`src/rtl/rsv_snoop_pkg.sv`:
```
package rsv_snoop_pkg;

  typedef enum logic [2:0] {
    SNP_NONE      = 3'd0,
    SNP_READ      = 3'd1,
    SNP_READ_ATOM = 3'd2,
    SNP_RWITM     = 3'd3,
    SNP_RWITM_ATM = 3'd4,
    SNP_KILL      = 3'd5,
    SNP_WR_KILL   = 3'd6,
    SNP_WRITE     = 3'd7
  } snp_kind_t;

  typedef enum logic [1:0] {
    SC_IDLE      = 2'd0,
    SC_WAIT      = 2'd1,
    SC_DONE_OK   = 2'd2,
    SC_DONE_FAIL = 2'd3
  } sc_state_t;

endpackage

```
`src/rtl/rsv_hold.sv`:
```
module rsv_hold #(
  parameter int AW = 32,
  parameter int BO = 5
) (
  input  logic          clk,
  input  logic          rst_n,
  input  logic          set_i,
  input  logic [AW-1:0] set_addr_i,
  input  logic          clr_i,
  output logic          valid_o,
  output logic [AW-1:0] addr_o
);
  localparam int BW = AW - BO;
  localparam logic [AW-1:0] BLK_MASK = {{BW{1'b1}}, {BO{1'b0}}};

  logic          valid_q, valid_d;
  logic [AW-1:0] addr_q, addr_d;
  logic          upd_valid, upd_addr;

  always_comb begin
    valid_d   = valid_q;
    addr_d    = addr_q;
    upd_valid = 1'b0;
    upd_addr  = 1'b0;
    if (set_i) begin
      valid_d   = 1'b1;
      addr_d    = set_addr_i & BLK_MASK;
      upd_valid = 1'b1;
      upd_addr  = 1'b1;
    end else if (clr_i) begin
      valid_d   = 1'b0;
      upd_valid = 1'b1;
    end
  end

  always_ff @(posedge clk or negedge rst_n) begin
    if (!rst_n) begin
      valid_q <= 1'b0;
    end else if (upd_valid) begin
      valid_q <= valid_d;
    end
  end

  always_ff @(posedge clk or negedge rst_n) begin
    if (!rst_n) begin
      addr_q <= '0;
    end else if (upd_addr) begin
      addr_q <= addr_d;
    end
  end

  assign valid_o = valid_q;
  assign addr_o  = addr_q;

  AST_SET_LOADS: assert property (@(posedge clk) disable iff (!rst_n)
    set_i |=> valid_o && (addr_o == ($past(set_addr_i) & BLK_MASK)));
  AST_CLR_DROPS: assert property (@(posedge clk) disable iff (!rst_n)
    (clr_i && !set_i) |=> !valid_o);
  AST_LOW_BITS_ZERO: assert property (@(posedge clk) disable iff (!rst_n)
    (addr_o & ~BLK_MASK) == '0);

endmodule

```
`src/rtl/rsv_snoop_cmp.sv`:
```
module rsv_snoop_cmp
  import rsv_snoop_pkg::*;
#(
  parameter int AW = 32,
  parameter int BO = 5
) (
  input  logic          snp_valid_i,
  input  snp_kind_t     snp_kind_i,
  input  logic [AW-1:0] snp_addr_i,
  input  logic          rsv_valid_i,
  input  logic [AW-1:0] rsv_addr_i,
  output logic          shared_o,
  output logic          cancel_o,
  output logic          err_o
);
  localparam int BW = AW - BO;
  localparam logic [AW-1:0] BLK_MASK = {{BW{1'b1}}, {BO{1'b0}}};

  logic hit;
  logic is_read, is_xfer, is_wkill;

  always_comb begin
    hit      = snp_valid_i && rsv_valid_i &&
               (((snp_addr_i ^ rsv_addr_i) & BLK_MASK) == '0);
    is_read  = 1'b0;
    is_xfer  = 1'b0;
    is_wkill = 1'b0;
    unique case (snp_kind_i)
      SNP_READ, SNP_READ_ATOM:           is_read  = 1'b1;
      SNP_RWITM, SNP_RWITM_ATM, SNP_KILL: is_xfer = 1'b1;
      SNP_WR_KILL:                       is_wkill = 1'b1;
      default: ;
    endcase
    shared_o = hit && is_read;
    cancel_o = hit && is_xfer;
    err_o    = hit && is_wkill;
  end

endmodule

```
`src/rtl/rsv_sc_gate.sv`:
```
module rsv_sc_gate
  import rsv_snoop_pkg::*;
(
  input  logic clk,
  input  logic rst_n,
  input  logic sc_valid_i,
  input  logic sc_hit_i,
  input  logic ack_i,
  output logic take_o,
  output logic wfa_req_o,
  output logic done_o,
  output logic ok_o
);
  sc_state_t state_q, state_d;

  always_comb begin
    state_d = state_q;
    take_o  = 1'b0;
    unique case (state_q)
      SC_WAIT: begin
        if (ack_i) state_d = SC_DONE_OK;
      end
      default: begin
        take_o = sc_valid_i;
        if (sc_valid_i) state_d = sc_hit_i ? SC_WAIT : SC_DONE_FAIL;
        else            state_d = SC_IDLE;
      end
    endcase
  end

  always_ff @(posedge clk or negedge rst_n) begin
    if (!rst_n) begin
      state_q <= SC_IDLE;
    end else begin
      state_q <= state_d;
    end
  end

  assign wfa_req_o = (state_q == SC_WAIT);
  assign done_o    = (state_q == SC_DONE_OK) || (state_q == SC_DONE_FAIL);
  assign ok_o      = (state_q == SC_DONE_OK);

  AST_OK_AFTER_ACK: assert property (@(posedge clk) disable iff (!rst_n)
    (done_o && ok_o) |-> $past(wfa_req_o && ack_i));
  AST_WFA_HOLDS: assert property (@(posedge clk) disable iff (!rst_n)
    (wfa_req_o && !ack_i) |=> (wfa_req_o && !done_o));
  AST_MISS_FAILS: assert property (@(posedge clk) disable iff (!rst_n)
    (take_o && !sc_hit_i) |=> (done_o && !ok_o && !wfa_req_o));
  AST_HIT_WAITS: assert property (@(posedge clk) disable iff (!rst_n)
    (take_o && sc_hit_i) |=> (wfa_req_o && !done_o));

endmodule

```
`src/rtl/rsv_snoop_mon.sv`:
```
module rsv_snoop_mon
  import rsv_snoop_pkg::*;
#(
  parameter int AW        = 32,
  parameter int BLK_BYTES = 32
) (
  input  logic          clk,
  input  logic          rst_n,
  input  logic          lr_valid,
  input  logic [AW-1:0] lr_addr,
  input  logic          sc_valid,
  input  logic [AW-1:0] sc_addr,
  input  logic          gp_ack,
  input  logic          snp_valid,
  input  logic [2:0]    snp_type,
  input  logic [AW-1:0] snp_addr,
  output logic          snp_shared,
  output logic          snp_err,
  output logic          rsv_valid,
  output logic [AW-1:0] rsv_addr,
  output logic          wfa_req,
  output logic          sc_done,
  output logic          sc_ok
);
  localparam int BO = $clog2(BLK_BYTES);
  localparam int BW = AW - BO;
  localparam logic [AW-1:0] BLK_MASK = {{BW{1'b1}}, {BO{1'b0}}};

  logic snp_cancel;
  logic sc_take;
  logic sc_hit;
  logic rsv_clr;

  rsv_hold #(.AW(AW), .BO(BO)) u_hold (
    .clk        (clk),
    .rst_n      (rst_n),
    .set_i      (lr_valid),
    .set_addr_i (lr_addr),
    .clr_i      (rsv_clr),
    .valid_o    (rsv_valid),
    .addr_o     (rsv_addr)
  );

  rsv_snoop_cmp #(.AW(AW), .BO(BO)) u_cmp (
    .snp_valid_i (snp_valid),
    .snp_kind_i  (snp_kind_t'(snp_type)),
    .snp_addr_i  (snp_addr),
    .rsv_valid_i (rsv_valid),
    .rsv_addr_i  (rsv_addr),
    .shared_o    (snp_shared),
    .cancel_o    (snp_cancel),
    .err_o       (snp_err)
  );

  assign sc_hit  = rsv_valid && (((sc_addr ^ rsv_addr) & BLK_MASK) == '0);
  assign rsv_clr = snp_cancel || sc_take;

  rsv_sc_gate u_gate (
    .clk        (clk),
    .rst_n      (rst_n),
    .sc_valid_i (sc_valid),
    .sc_hit_i   (sc_hit),
    .ack_i      (gp_ack),
    .take_o     (sc_take),
    .wfa_req_o  (wfa_req),
    .done_o     (sc_done),
    .ok_o       (sc_ok)
  );

  AST_SHARED_NEEDS_RSV: assert property (@(posedge clk) disable iff (!rst_n)
    snp_shared |-> (rsv_valid && snp_valid));
  AST_ONE_RESPONSE: assert property (@(posedge clk) disable iff (!rst_n)
    $onehot0({snp_shared, snp_cancel, snp_err}));
  AST_SC_CLEARS: assert property (@(posedge clk) disable iff (!rst_n)
    (sc_take && !lr_valid) |=> !rsv_valid);
  AST_WKILL_KEEPS: assert property (@(posedge clk) disable iff (!rst_n)
    (snp_err && !lr_valid && !sc_take) |=> rsv_valid);
  AST_LR_WINS: assert property (@(posedge clk) disable iff (!rst_n)
    (lr_valid && snp_cancel) |=> rsv_valid);
  AST_BUSY_IGNORES_SC: assert property (@(posedge clk) disable iff (!rst_n)
    (wfa_req && rsv_valid && !lr_valid && !snp_cancel) |=> rsv_valid);

endmodule

```
`config.mk`:
```
export PLATFORM = sky130hd
export DESIGN_NAME = rsv_snoop_mon
export DESIGN_NICKNAME = d
export VERILOG_FILES = /design/src/rtl/rsv_snoop_pkg.sv /design/src/rtl/rsv_hold.sv /design/src/rtl/rsv_snoop_cmp.sv /design/src/rtl/rsv_sc_gate.sv /design/src/rtl/rsv_snoop_mon.sv
export SDC_FILE = /design/constraint.sdc
export NUM_CORES = 1
export LEC_CHECK = 0
export ABC_AREA = 0
export BUFFER_PORTS_ARGS = -buffer_cell sky130_fd_sc_hd__buf_2
export CAP_MARGIN = 20
export CORE_ASPECT_RATIO = 0.9
export CORE_UTILIZATION = 40
export DETAILED_ROUTE_END_ITERATION = 12
export PLACE_DENSITY = 0.81
export SLEW_MARGIN = 30
export SYNTH_ARGS = -nofsm -noshare
export SYNTH_HDL_FRONTEND = slang
export SYNTH_SLANG_ARGS = --single-unit
```
`constraint.sdc`:
```
create_clock -name clk -period 1.7 [get_ports clk]
set_clock_uncertainty 0.1 [all_clocks]
set_input_delay 0.085 -clock clk [delete_from_list [all_inputs] [get_ports clk]]
set_output_delay 0.085 -clock clk [all_outputs]
set_load 0.005 [all_outputs]
```
==> results.tsv <==
stage	metric	value	unit
power_and_ir_drop	p_leak	1.52	nW
critical_path	critPathLaunchType	flop	
drt	drc_errors	0	
sta	period_minus_slack	2.11	ns
status	status	finished with violations	
cts	cts_buffers	5	
job	max_cap_viol_count	0	
synth	ys_ff_latch	30	
sta	setup_viol	3	
sta	hold_ws	0.0423	ns
layout	design_area	0.00320	sq mm
synth	postSynthAreaPerCell	11.3	sq um
cts	h-tree-depth	2	
floorplan	initial_core_util	41.8	%
synth	netlist_area	0.00186	sq mm
synth	synth_common_cells	xor2_1 (32), dfrtp_1 (30), mux2_2 (27), xnor2_1 (23), nor4_1 (13)	
drt	ant_nets	0	
synth	yosysWarnings	0	
drt	dr.pass1.iters	4	
hold_path	min_path_type	primary input to flop	
synth	yosys.area.top_type	dfrtp_1	
synth	seq_area_frac_synth	40.3	%
cts	cts_tree	done	
status	violations	negative setup slack	
cts	path_clk_slew	0.06	ns
sta	setup_tns	-0.887	ns
global_route	gr-total-overflow	0	
placed_design	place.gp.congestion	0.713	
layout	final_core_util	71.7	%
sta	final.setup.worst_slack	-0.407	ns
critical_path	worstPathMaxFanout	3	
critical_path	critical_path_buf_inv_count	1	
critical_path	crit_path_cell_trace	xor2_1, nor4_2, nand3_1, nor4_2, buf_2	
global_route	grt_pass1_wl	8.06	mm
sta	hold_viol_final	0	
floorplan	rows	23	
critical_path	critical_path.slowest_cell	dfrtp_1	
sta	tightest_slew	0.702	ns
placed_design	dpl_cell_area	0.00261	sq mm
global_route	grt_start_max_net_pins	31	
sta	timing.final.crit_share	124	%
global_route	grt_pass1_vias	1789	
drt	wire_per_inst	13.8	microns
critical_path	cp_common_cell	nor4_2	
synth	synth_area_leaders	dfrtp_1 (40%), mux2_2 (16%), xor2_1 (15%), xnor2_1 (11%), nor4_1 (4.4%)	
layout	fillers	336	
critical_path	worstSetupEndpointType	output port	
critical_path	critPathKind	flop to output port	
critical_path	crit_arrival	1.92	ns
power_and_ir_drop	ir_drop	0.000447	V
floorplan	die_h	66.7	microns
critical_path	required	1.51	ns
synth	synth_top_cell_area_share	40.3	%
power_and_ir_drop	cellPowerDensity	679	mW/mm^2
cts	numClockSinks	30	
synth	synthArstFlopShare	100	%
synth	yosysMostFrequentCell	xor2_1	
global_route	antenna_found_initial	0	
floorplan	die_area	0.00494	sq mm
sta	slew_headroom	53.2	%
cts	clock_latency	0.28	ns
drt	initialDrtViolationCount	47	
drt	dr_total_vias	1905	
floorplan	die_w	73.9	microns
critical_path	slowest_delay	0.41	ns
layout	drive_above_1_share	57.2	%
synth	synthCells	165	
placed_design	io_buffers	122	
sta	max_freq	475	MHz
global_route	grt_usage	22.3	%
floorplan	core	0.00446	sq mm
floorplan	ios	143	
drt	routed_wl	5.65	mm
layout	num_antenna_cells	0	
sta	rsz0062_at_grt	yes	
sta	final_max_slew_viol_count	0	
synth	yosysUniqueCellTypes	23	
synth	synth_edf_count	0	
layout	finalNetCount	453	
critical_path	crit_family	simple AND/OR/NAND/NOR gates	
synth	synth_ff_type	dfrtp_1	
cts	cts_root_buf	clkbuf_8	
drt	viasPerCell	4.65	
placed_design	dpl.hpwl	3.96	mm
cts	clock_path_buffers	2	
layout	area_growth	71.7	%
## repair_timing
action                                  CTS  global route
endpoints found under the setup margin    2             4
cloned                                    0             0
resized for setup                         5            11
buffers inserted                         11             7
pin swaps                                11            13
hold buffers                             29             0
hold endpoints to repair                 58             0
## power breakdown
part           total [W]  internal, W  switching (W)  leakage, nW
combinational   0.000773     0.000444       0.000328         1.13
sequential      0.000861     0.000793      0.0000687        0.349
clock           0.000538     0.000281       0.000257       0.0383
## worst reg2reg max path: cells and delay by family (launching register included)
| family | cells | cell delay [ns] |
|---|---|---|
| buffers and inverters | 5 | 0.47 |
| flip-flops | 1 | 0.42 |
| AND/OR/NAND/NOR | 2 | 0.40 |
| XOR/XNOR | 1 | 0.17 |
| AO/OA/AOI/OAI | 1 | 0.14 |
## final timing paths
kind                                    from                end  slack, ns  cells past startpoint
max                        u_hold.addr_o[27]            snp_err      -0.41                      5
max in group asynchronous              rst_n   u_hold.addr_o[6]       0.76                      2
min in group asynchronous              rst_n  u_hold.addr_o[25]       0.29                      2
max reg2reg                u_hold.addr_o[29]     u_hold.valid_o      -0.12                      9
min                                   gp_ack  u_gate.state_q[0]       0.04                      3
min reg2reg                u_gate.state_q[1]  u_gate.state_q[0]       0.50                      3
## cell families after synthesis
kind of cell              Yosys count  share of synthesized area (%)
DFF                                30                           40.3
buffers and inverters              11                           3.36
AOI/OAI and AO/OA                   4                           1.48
other                               1                          0.201
muxes                              27                           16.3
xor gates and xnor gates           55                           25.9
and+or+nand+nor                    37                           12.5
## placed cells by master, fill, tap and decap left out
cell type	netlist	layout
buf_2	2	122
xor2_1	32	30
dfrtp_1	30	30
dlygate4sd3_1	0	29
mux2_2	27	27
buf_4	5	26
xnor2_1	23	21
nor4_2	3	11
nand4_1	8	8
nor4_1	13	5
conb_1	1	5
clkbuf_8	0	5
nor2_1	4	4
buf_6	0	4
nand2_1	3	3
xor2_2	0	2
nor2b_1	2	2
xnor2_2	0	2
inv_1	2	2
clkbuf_1	2	2
nand3_1	1	1
and2_1	1	1
a41oi_1	1	1
nand3b_1	1	1
nand2b_1	1	1
a21oi_1	1	1
o21ai_0	1	1
a2bb2oi_1	1	1
## flip-flops by register name, summed over array words and instances (netlist names)
register and count:
u_gate.state_q 2, u_hold.addr_o 27, u_hold.valid_o 1
## final cells by class
class                           instances  area, sq um  share of cell area, %
Clock buffer                            7         76.3                   2.39
Multi-Input combinational cell        128         1140                   35.8
Tap cell                               62         77.6                   2.43
Sequential cell                        30          751                   23.5
Timing Repair Buffer                  181         1140                   35.7
Inverter                                2         7.51                  0.235
## per-layer routing
metal	wire length [microns]	track usage (%)
met3	308	4.69
met2	2850	39.8
met4	99	8.17
met1	2400	26.0
met5	0	0
## per-stage QoR
stage | instances | power [W] | worst slack, ns
after floorplan | 169 | 0.00120 | 0.217
after global placement | 357 | 0.00149 | 0.00607
after detailed placement | 357 | 0.00151 | -0.0559
after CTS | 404 | 0.00214 | -0.300
after global routing | 410 | 0.00229 | -0.478
final | 410 | 0.00217 | -0.407
(Power assumes the default switching activity.)
